$ cat src/rtl/dma_chan_pkg.sv
package dma_chan_pkg;
  typedef enum logic {
    SEL_ADDR = 1'b0,
    SEL_CNT  = 1'b1
  } reg_sel_e;
endpackage

$ cat src/rtl/dma_byte_ptr.sv
module dma_byte_ptr #(
  parameter int NB = 2,
  parameter int PW = 1
) (
  input  logic          clk,
  input  logic          rst,
  input  logic          clr,
  input  logic          adv,
  output logic [PW-1:0] ptr
);
  localparam logic [PW-1:0] LAST = PW'(NB - 1);

  always_ff @(posedge clk) begin
    if (rst || clr)  ptr <= '0;
    else if (adv)    ptr <= (ptr == LAST) ? '0 : ptr + 1'b1;
  end

  AST_PTR_CLR: assert property (@(posedge clk) disable iff (rst)
    clr |=> (ptr == '0));
endmodule

$ cat src/rtl/dma_reg_pair.sv
module dma_reg_pair #(
  parameter int W  = 16,
  parameter int DW = 8,
  parameter int NB = 2,
  parameter int PW = 1
) (
  input  logic          clk,
  input  logic          rst,
  input  logic          wr_en,
  input  logic [PW-1:0] wr_idx,
  input  logic [DW-1:0] wr_byte,
  input  logic          step_en,
  input  logic          step_dn,
  input  logic          reload,
  output logic [W-1:0]  base_q,
  output logic [W-1:0]  cur_q
);
  logic [W-1:0] cur_wr;

  for (genvar b = 0; b < NB; b++) begin : g_lane
    always_ff @(posedge clk) begin
      if (rst)                              base_q[b*DW +: DW] <= '0;
      else if (wr_en && wr_idx == PW'(b))   base_q[b*DW +: DW] <= wr_byte;
    end
  end

  always_comb begin
    cur_wr = cur_q;
    for (int b = 0; b < NB; b++)
      if (wr_idx == PW'(b)) cur_wr[b*DW +: DW] = wr_byte;
  end

  always_ff @(posedge clk) begin
    if (rst)           cur_q <= '0;
    else if (wr_en)    cur_q <= cur_wr;
    else if (reload)   cur_q <= base_q;
    else if (step_en)  cur_q <= step_dn ? cur_q - 1'b1 : cur_q + 1'b1;
  end

  AST_BASE_FIXED: assert property (@(posedge clk) disable iff (rst)
    !wr_en |=> $stable(base_q));
endmodule

$ cat src/rtl/dma_chan_regs.sv
module dma_chan_regs
  import dma_chan_pkg::*;
#(
  parameter int DW = 8,
  parameter int W  = 16
) (
  input  logic          clk,
  input  logic          rst,
  input  logic          host_wr,
  input  logic          host_rd,
  input  logic          host_sel,
  input  logic [DW-1:0] host_wdata,
  input  logic          ptr_clr,
  input  logic          step,
  input  logic          addr_dec,
  input  logic          autoinit,
  input  logic          eop_in,
  output logic [W-1:0]  cur_addr,
  output logic [W-1:0]  cur_cnt,
  output logic          tc,
  output logic          eop_out,
  output logic [DW-1:0] rdata
);
  localparam int NB = W / DW;
  localparam int PW = (NB > 1) ? $clog2(NB) : 1;

  reg_sel_e       sel;
  logic [PW-1:0]  ptr;
  logic [W-1:0]   base_addr, base_cnt;
  logic           wr_addr, wr_cnt, step_en, term, reload;
  logic [W-1:0]   rd_src;
  logic [DW-1:0]  rd_byte;

  assign sel     = reg_sel_e'(host_sel);
  assign wr_addr = host_wr && (sel == SEL_ADDR);
  assign wr_cnt  = host_wr && (sel == SEL_CNT);
  assign step_en = step && !host_wr;
  assign term    = step_en && (cur_cnt == '0);
  assign reload  = autoinit && !host_wr && (eop_in || term);

  dma_byte_ptr #(.NB(NB), .PW(PW)) u_ptr (
    .clk(clk), .rst(rst), .clr(ptr_clr), .adv(host_wr || host_rd), .ptr(ptr)
  );

  dma_reg_pair #(.W(W), .DW(DW), .NB(NB), .PW(PW)) u_addr (
    .clk(clk), .rst(rst), .wr_en(wr_addr), .wr_idx(ptr), .wr_byte(host_wdata),
    .step_en(step_en), .step_dn(addr_dec), .reload(reload),
    .base_q(base_addr), .cur_q(cur_addr)
  );

  dma_reg_pair #(.W(W), .DW(DW), .NB(NB), .PW(PW)) u_cnt (
    .clk(clk), .rst(rst), .wr_en(wr_cnt), .wr_idx(ptr), .wr_byte(host_wdata),
    .step_en(step_en), .step_dn(1'b1), .reload(reload),
    .base_q(base_cnt), .cur_q(cur_cnt)
  );

  assign rd_src = (sel == SEL_CNT) ? cur_cnt : cur_addr;

  always_comb begin
    rd_byte = '0;
    for (int b = 0; b < NB; b++)
      if (ptr == PW'(b)) rd_byte = rd_src[b*DW +: DW];
  end

  always_ff @(posedge clk) begin
    if (rst) begin
      rdata   <= '0;
      tc      <= 1'b0;
      eop_out <= 1'b0;
    end else begin
      if (host_rd) rdata <= rd_byte;
      tc      <= term;
      eop_out <= term || eop_in;
    end
  end

  AST_TC_ROLL: assert property (@(posedge clk) disable iff (rst)
    tc |-> ($past(step && !host_wr) && $past(cur_cnt) == '0));
  AST_WRAP_NOAUTO: assert property (@(posedge clk) disable iff (rst)
    (step && !host_wr && !autoinit && cur_cnt == '0) |=> (cur_cnt == '1 && tc));
  AST_RELOAD: assert property (@(posedge clk) disable iff (rst)
    (autoinit && !host_wr && (eop_in || (step && cur_cnt == '0)))
      |=> (cur_cnt == $past(base_cnt) && cur_addr == $past(base_addr)));
  AST_HOLD: assert property (@(posedge clk) disable iff (rst)
    (!host_wr && !step && !eop_in) |=> ($stable(cur_cnt) && $stable(cur_addr)));
  AST_ADDR_UP: assert property (@(posedge clk) disable iff (rst)
    (step && !host_wr && !addr_dec && !autoinit) |=> (cur_addr == $past(cur_addr) + 1'b1));
endmodule

$ cat config.mk
export PLATFORM = sky130hd
export DESIGN_NAME = dma_chan_regs
export DESIGN_NICKNAME = d
export VERILOG_FILES = /design/src/rtl/dma_chan_pkg.sv /design/src/rtl/dma_byte_ptr.sv /design/src/rtl/dma_reg_pair.sv /design/src/rtl/dma_chan_regs.sv
export SDC_FILE = /design/constraint.sdc
export NUM_CORES = 1
export LEC_CHECK = 0
export BUFFER_PORTS_ARGS = -buffer_cell sky130_fd_sc_hd__buf_4
export CAP_MARGIN = 20
export CORE_MARGIN = 2
export CORE_UTILIZATION = 60
export CTS_BUF_LIST = sky130_fd_sc_hd__clkbuf_2
export CTS_CLUSTER_SIZE = 12
export DETAILED_ROUTE_END_ITERATION = 8
export GPL_ROUTABILITY_DRIVEN = 0
export MAX_ROUTING_LAYER = met4
export PLACE_DENSITY = 0.88
export SYNTH_ARGS = -nofsm -noshare
export SYNTH_HDL_FRONTEND = slang
export SYNTH_SLANG_ARGS = --single-unit
$ cat constraint.sdc
create_clock -name clk -period 3.2 [get_ports clk]
set_clock_uncertainty 0.1 [all_clocks]
set_input_delay 0.16 -clock clk [delete_from_list [all_inputs] [get_ports clk]]
set_output_delay 0.16 -clock clk [all_outputs]
set_load 0.01 [all_outputs]
* Word level (Yosys, flattened, before mapping)
Index checks and enable logic that the tools add are counted.
Widths: inputs -> output; s select.
** Word-level totals
- Flip-flop bits (word level) :: 75
- Logic and storage cells :: 55
- Output and inout port bits :: 42
- Input port bits :: 18
** Operators by class
- Muxes and demuxes :: 12
- Reductions and logical operators :: 21
- Add/subtract/negate cells :: 4
- Eq/ne operators :: 4
- Bitwise operators :: 2
** Operator list (number)
- $mux 16 :: 8
- $sub 16x1->16 const B :: 2
- $mux 8 :: 3
- $add 16x1->16 const B :: 1
- $logic_not 16->1 :: 1
- $logic_and 1x1->1 :: 10
- $ne 2x2->1 const B :: 4
- $reduce_and 2->1 :: 4
- $reduce_bool 3->1 :: 2
- $logic_or 1x1->1 :: 3
- $not 1->1 :: 2
- $add 1x1->1 const B :: 1
- $logic_not 1->1 :: 1
- $mux 1 :: 1

* Depth between registers and ports, before layout
Gate-level depths: netlist of the first run.
- Depth in word-level cells :: 7
- Gate-level depth with buffers :: 10
- Gate-level depth less buffers :: 8

* Cells and area by module
From an unflattened synthesis of the first run, not the netlist that was laid out.
** Unflattened totals
- Cell total of the unflattened synthesis :: 646
- Area total of the unflattened synthesis :: 5069.9 sq um
** By module, submodules not included
- dma_reg_pair at u_addr :: area an instance 2199.6 sq um, instances 1, cells an instance 292
- dma_reg_pair at u_cnt :: area an instance 2184.6 sq um, instances 1, cells an instance 292
- dma_chan_regs :: area an instance 646.9 sq um, instances 1, cells an instance 59
- dma_byte_ptr :: area an instance 38.8 sq um, instances 1, cells an instance 3

* Worst setup path after synthesis of the first run
Ideal clock, no wire load.
- Kind :: reg-to-reg
- Start :: reg u_cnt.cur_q[4]
- End :: reg u_addr.cur_q[0]
- Required time :: 2948 ps
- Path slack :: 771 ps
- Buffers on the path :: 3
- Library setup time :: 152 ps
- Period minus slack after synthesis :: 2429 ps
- Cell stages (with the launch flop) :: 10
- Arrival time :: 2178 ps
- Cell sequence :: dfxtp_1 -> or4_4 -> buf_6 -> nor4_4 -> a31o_1 -> buf_6 -> buf_2 -> nor3_1 -> a221oi_1 -> a211oi_1
** On the way
- Word-level cells in the longest chain between the ends :: 6
- Elaborated cells between the ends (all ways) :: 8
- Those cells by class :: 2 x mux; 6 x reduce/logical
** Ends and longest elaborated chain
- start: declaration :: line dma_reg_pair.sv:16 : output logic [W-1:0] cur_q
- start signal: assignment :: line dma_reg_pair.sv:35 : else if (wr_en) cur_q <= cur_wr;
- start signal: assignment :: line dma_reg_pair.sv:36 : else if (reload) cur_q <= base_q;
- start signal: assignment :: line dma_reg_pair.sv:37 : else if (step_en) cur_q <= step_dn ? cur_q - 1'b1 : cur_q + 1'b1;
- $logic_not 16->1 (*) :: line dma_chan_regs.sv:38 : assign term = step_en && (cur_cnt == '0);
- $logic_and 1x1->1 (*) :: line dma_chan_regs.sv:38
- $logic_or 1x1->1 (*) :: line dma_chan_regs.sv:39 : assign reload = autoinit && !host_wr && (eop_in || term);
- $logic_and 1x1->1 (*) :: line dma_chan_regs.sv:39
- $reduce_bool 3->1 (no line) / $mux 16 (equally long branches)
- $reduce_and 2->1 (no line) / $mux 16 (equally long branches)
- end signal: assignment :: line dma_reg_pair.sv:35
- end signal: assignment :: line dma_reg_pair.sv:36
- end signal: assignment :: line dma_reg_pair.sv:37
- end: declaration :: line dma_reg_pair.sv:16
Every way passes the cells marked *; elsewhere a longest branch is shown, timed or not.
A chain may end at the register's enable or synchronous reset.

* Worst setup path after layout of the first run
- Start :: reg u_cnt.cur_q[0]
- End :: reg u_addr.cur_q[1]
The elaborated chain is that of the path after synthesis.

==> impl_results.md, run 1 <==
* Worst Tran Pin Value at just over 1000 ps
* CTS H-Tree Depth at 3
* Antenna viol nets, final at 0
* Routed WL at about 13,000 um
* Num ports at 60
* Global-route wire length before repair at 20,400 um
* Syn avg cell area at about 8.1 sq um
* Worst Path Max Fanout at 20
* HP Class: input pin to flip-flop
* Warnings, synthesis at 0
* Clock transition at path regs at 210 ps
* Period utilization at 0.866
* CP arrival at 3140 ps
* TritonRoute pass-1 iters at 8
* WL per Instance at roughly 19 um
* Max incr delay on CP at roughly 820 ps
* Via count at about 4,600
* Worst relative slew slack at 0.322
* RSZ-0062 raised after global routing: no
* Vias in the first global route at about 3,900
* Simple-gate share of the synthesized area at 0.219
* Required time of the worst setup path at approximately 3600 ps
* Crit. End Element: flip-flop
* Die area at a little under 8000 sq um
* Combinational family with the most area after synthesis: compound AO/OA/AOI/OAI gates
* Fmax at approximately 360 MHz
* Synth Cell Area at 4350 sq um
* Mapped Nets at between 500 and 600
* Crit path time final at 2770 ps
* Die height at 89.2 um
* Most used DFF post-synth: dfxtp_1
* Reg area at 1500 sq um
* Site row count at 31
* Worst IR drop on VDD at between 0.0002 and 0.00025 V
* Congestion Overflow GR at 0
* CP Class: flip-flop to flip-flop
* M2 GR Usage at 0.496
* Initial antenna violation count at 0
* MaxCap Viol Count at 0
* Post-CTS setup buffers at 0
* Share of cells above drive strength 1 at 0.164
* Final Max Tran Viols at 0
* Total track usage at 0.351
* Mux cell area share after synthesis at 0.0644
* Clk sink count at 75
* Clk root buf: clkbuf_2
* Fill cell total of the finished layout at 591
* Multi-input logic area at around 2700 sq um
* Nets at ~630
* DP HPWL at around 9400 um
* Vias/cell at approximately 6.6
* Die Wd at a little under 90 um
* Asr flop ratio synth at 0
* Clk_lat worst skew at between 500 and 600 ps
* Power Density at around 470 nW/um^2
* Port Buffer Count at 59
* Synth cell types at 58
* Area growth from synthesis to layout at 15.7%
* Non-filler instance count after layout at 695
* Cells along the critical path: inv_1 > ha_1 > or4bb_1 > nor4_4 > a31oi_2 > nor2_1 > or4_1 > a21oi_1
* Pin count of the biggest net entering global routing at 71
* Met1 Usage GRT at 0.478
* Crit-path slowest cell: a31oi_2
* Final setup viols at 0
* Antenna diodes at 0
* Post-synthesis compound-gate area fraction at 0.239
* Sequential-to-total area share from yosys stat at 0.345
* Synth Register Bits at between 70 and 80
* CTS tree: yes
* DRC violations left at 0
* Nature of the critical path startpoint: flip-flop
* Initial core utilization at 0.610
* Core footprint at 7140 sq um
* Synthesized instance count at around 540
* Cts bufs inserted at 9
* Fin. Hold Viols at 0
* Synth Area in Adders at 0.0506
* Grt peak-use layer: met2
* Status: finished, final reports clean
* Inst Count DP at about 670
* Setup TNS at 0 ps
* Max Root-Sink Buffers at 2
* Starting DRT DRC Count at 704
* Synth Area in XOR/XNOR at 0.0402
* Leak pwr at ~2.0 nW
* Global routing usage on met3 at 0.0766
* Number of synthesized flops with an enable pin at 0
==> cell families (layout without fill, tap and decap cells) <==
kind of cell    count (synthesis)  after routing
compound gates                162            162
xor+xnor                       20             20
fa+ha+maj                      17             17
buf+inv                        42             99
flops                          75             75
mux                            18             18
simple gates                  205            205
==> cell usage after synthesis, types with 4 or more instances <==
cell,n,area share
a211oi_1,15,0.026
a21oi_1,62,0.071
a221oi_1,7,0.014
a311oi_1,6,0.012
buf_1,4,0.0034
clkbuf_1,28,0.024
dfxtp_1,75,0.34
ha_1,16,0.046
mux2i_1,10,0.023
mux4_2,8,0.041
nand2_1,69,0.059
nand3_1,23,0.026
nor2_1,58,0.050
nor3_1,21,0.024
o211a_1,5,0.011
o211ai_1,6,0.010
o21ai_0,28,0.032
o21bai_1,4,0.0069
o22ai_1,5,0.0072
o31ai_1,5,0.0086
o41ai_1,4,0.0080
or3_1,5,0.0072
xnor2_1,14,0.028
xor2_1,6,0.012
==> registers in the layout (all words and copies together), names as in the netlist <==
register / cells
u_ptr.ptr: 1
u_cnt.base_q: 16
u_addr.cur_q: 16
eop_out: 1
rdata: 8
u_addr.base_q: 16
tc: 1
u_cnt.cur_q: 16
==> power by group <==
| group | total [mW] | leakage [nW] | internal (mW) | switching [mW] |
|---|---|---|---|---|
| clock network | 0.504 | 0.0605 | 0.170 | 0.334 |
| registers | 1.10 | 0.614 | 1.00 | 0.100 |
| logic | 0.748 | 1.31 | 0.329 | 0.419 |
| total | 2.35 | 1.99 | 1.50 | 0.854 |
==> placed cells by master, fill, tap and decap left out, types with 15 or more instances in the layout <==
cell       n
o21ai_0   28
nor3_1    21
a211oi_1  15
dfxtp_1   75
buf_4     69
a21oi_1   62
ha_1      16
nor2_1    58
nand3_1   23
nand2_1   69
==> layer usage <==
| layer | wire length, um | vias to the layer above |
|---|---|---|
| li1 | - | 2088 |
| met1 | 5120 | 2112 |
| met2 | 5830 | 354 |
| met3 | 1790 | 58 |
| met4 | 644 | 0 |
| met5 | 0 | - |
==> metrics by stage <==
stage               power (mW)  worst slack [ps]   util  hold WS [ps]  cell area (sq um)
floorplan                 1.58               771      -           139               4350
global placement          1.80               628  0.676           226               4830
detailed placement        1.83               508  0.676           229               4830
CTS                       2.33               484  0.706          46.4               5040
global route              2.47               282  0.706          52.1               5040
finish                    2.35               428  0.706          55.7               5040
==> final timing paths <==
path                                       from              end  slack, ps  cells past startpoint
worst max-delay path             u_cnt.cur_q[0]  u_addr.cur_q[1]        430                      8
worst min-delay path                        rst         rdata[5]         60                      2
worst max register to register   u_cnt.cur_q[0]  u_addr.cur_q[1]        430                      8
worst min register to register  u_cnt.base_q[3]  u_cnt.base_q[3]        380                      2
==> timing repair <==
item | CTS | global route
hold buffers | 11 | 0
endpoints found under the hold margin | 51 | 0
endpoints found under the setup margin | 0 | 0
resized for setup | 0 | 0
==> worst max-delay path: cells and delay by family, from the launching register on <==
kind	cells	cell delay [ps]
and+or+nand+nor	4	890
AOI/OAI and AO/OA	2	960
adders and majority gates	1	210
buffers and inverters	1	90
DFF	1	470
==> cell type report <==
| cell class | instances | area share |
|---|---|---|
| clock inverters | 6 | 0.0114 |
| multi-input cells | 422 | 0.530 |
| inverters | 4 | 0.00298 |
| clock buffers | 9 | 0.00894 |
| well taps | 99 | 0.0246 |
| repair buffers | 80 | 0.125 |
| flip-flops and latches | 75 | 0.298 |
Note: power is estimated with default switching activity, not from simulation.
==> run 2: changes to the inputs <==
PLACE_DENSITY = 0.8   (was 0.88)
==> impl_results.md, run 2 (same netlist as run 1, synthesis figures left out) <==
* Core footprint at 7140 sq um (unchanged)
* M2 GR Usage at 0.492 (-0.00337)
* DRC violations left at 0 (unchanged)
* DP HPWL at 9480 um (+0.94%)
* Fin. Hold Viols at 1 (+1)
* Hold Path Origin: rst
* Worst Setup SP: u_cnt.cur_q[4]
* Reg2Reg Depth at 7 (-1)
* Leak pwr at 2.03 nW (+2.1%)
* Pin count of the biggest net entering global routing at 71 (unchanged)
* HP Class: input pin to flip-flop
* Routed WL at 13,300 um (-0.49%)
* Antenna viol nets, final at 0 (unchanged)
* Fmax at 376 MHz (+4.2%)
* Max Root-Sink Buffers at 2 (unchanged)
* CP arrival at 3050 ps (-90 ps)
* Clk_lat worst skew at 550 ps (+20 ps)
* Clock transition at path regs at 210 ps (about the same)
* Final setup viols at 0 (unchanged)
* TritonRoute pass-1 iters at 6 (-2)
* Commonest non-fill, non-tap cell in the layout: dfxtp_1
* Port Buffer Count at 59 (unchanged)
* Via count at 4,477 (-2.9%)
* Fin area at 5110 sq um (+1.4%)
* Max incr delay on CP at 610 ps (-210 ps)
* Period utilization at 0.831 (-0.0353)
* Total track usage at 0.356 (+0.00430)
* Vias/cell at 6.41 (-3.3%)
* Critical Path Stages at 7 (-1)
* Final WS setup at 541 ps (+113 ps)
* CTS H-Tree Depth at 3 (unchanged)
* R2R setup slack at 540 ps (+110 ps)
* Crit path time final at 2660 ps (-113 ps)
* Critical R2R Launch: u_cnt.cur_q[4]
* Num ports at 60 (unchanged)
* Cells along the critical path: or4_4 > nor4_4 > a31o_1 > buf_4 > nor3_1 > or4_1 > a21oi_1
* Setup TNS at 0 ps (unchanged)
* Dpl cell area at 4830 sq um (+0.16%)
* RSZ-0062 raised after global routing: no
* WHS at -7.56 ps (-63.3 ps)
* Grt peak-use layer: met1
* RR Endpoint: u_addr.cur_q[1]
* Antenna diodes at 0 (unchanged)
* Starting DRT DRC Count at 666 (-5.4%)
* CP Buf/Inv Count at 1 (unchanged)
* Crit. End Element: flip-flop
* Required time of the worst setup path at 3590 ps (+30 ps)
* CTS Hold Bufs at 12 (+1)
* Power Density at 495 nW/um^2 (+6.1%)
* Nets at 629 (+0.32%)
* Post-CTS sizing at 0 (unchanged)
* Crit-path slowest cell: or4_4
* Worst relative slew slack at 0.416 (+0.0940)
* Congestion Overflow GR at 0 (unchanged)
* Status: complete, but fails checks
* Vias in the first global route at 3,777 (-3.3%)
* Pre-CTS setup slack at 642 ps (+133 ps)
* Failing checks: negative hold slack
* CP top delay family: simple AND/OR/NAND/NOR gates
* Initial antenna violation count at 0 (unchanged)
* Clk sink count at 75 (unchanged)
* Met1 Usage GRT at 0.507 (+0.0287)
* Die height at 89.2 um (unchanged)
* Worst IR drop on VDD at 0.000336 V (+47%)
* Die area at 7950 sq um (unchanged)
* MaxCap Viol Count at 0 (unchanged)
* Final design utilization at 0.716 (+0.00999)
* Global routing usage on met3 at 0.0831 (+0.00646)
* Share of cells above drive strength 1 at 0.170 (+0.00585)
* CTS tree: yes
* Design Power at 2.53 mW (+7.6%)
* Cts bufs inserted at 9 (unchanged)
* Post-CTS setup buffers at 0 (unchanged)
* Clk root buf: clkbuf_2
* Worst Tran Pin Value at 875 ps (-140 ps)
* Final Max Tran Viols at 0 (unchanged)
* Area growth from synthesis to layout at 17.4%
* Worst Path Max Fanout at 19 (-5.0%)
* Most frequent cells in the layout: dfxtp_1, buf_4, nand2_1
* Global-route wire length before repair at 20,500 um (+0.27%)
* Non-filler instance count after layout at 698 (+0.43%)
* Inst Count DP at 670 (+0.15%)
* CP Class: flip-flop to flip-flop
* WL per Instance at 19.1 um (-0.91%)
* Die Wd at 89.2 um (unchanged)
* Worst setup endpoint: u_addr.cur_q[1]
* Site row count at 31 (unchanged)
* Initial core utilization at 0.610 (unchanged)
* Nature of the critical path startpoint: flip-flop
==> run 2: cell count changes in the layout (fill, tap and decap cells not counted) <==
| cell | previous run | this run |
|---|---|---|
| buf_4 | 69 | 70 |
| clkinv_4 | 1 | 0 |
| bufinv_16 | 1 | 3 |
| clkinv_1 | 4 | 2 |
| dlygate4sd3_1 | 11 | 12 |
| clkbuf_2 | 9 | 11 |
==> run 2: per-layer routing <==
| metal | wire [um] | vias to the layer above | share of wire |
|---|---|---|---|
| met1 | 5730 | 2062 | 0.43 |
| met5 | 0 | - | 0 |
| li1 | - | 2094 | - |
| met4 | 360 | 0 | 0.027 |
| met3 | 1440 | 34 | 0.11 |
| met2 | 5790 | 287 | 0.43 |
==> run 2: layout make-up <==
class / count / area [sq um]
inverters: 4 / 15.0
clock buffers: 11 / 55.1
flip-flops and latches: 75 / 1500
fillers: 629 / 2030
repair buffers: 82 / 646
well taps: 99 / 124
clock inverters: 5 / 101
multi-input cells: 422 / 2670
==> run 2: worst min-delay path by stage <==
stage | cells past startpoint | slack [ps] | endpoint
after CTS | 2 | 20 | rdata[5]
after global routing | 2 | 30 | rdata[5]
after detailed placement | 2 | 230 | u_ptr.ptr
final | 2 | -8 | rdata[5]
after floorplan | 1 | 140 | u_ptr.ptr
after global placement | 2 | 230 | u_ptr.ptr
==> run 2: power breakdown <==
group	switching [mW]	internal [mW]	total [mW]	leakage (nW)
sequential	0.0989	1.00	1.10	0.614
combinational	0.414	0.330	0.744	1.32
clock	0.348	0.340	0.688	0.0898
total	0.861	1.67	2.53	2.03
==> run 2: worst register-to-register path: stages (launching register included) <==
cell     delay, ps
dfxtp_1        430
or4_4          610
nor4_4         370
a31o_1         220
buf_4          240
nor3_1          70
or4_1          390
a21oi_1        150
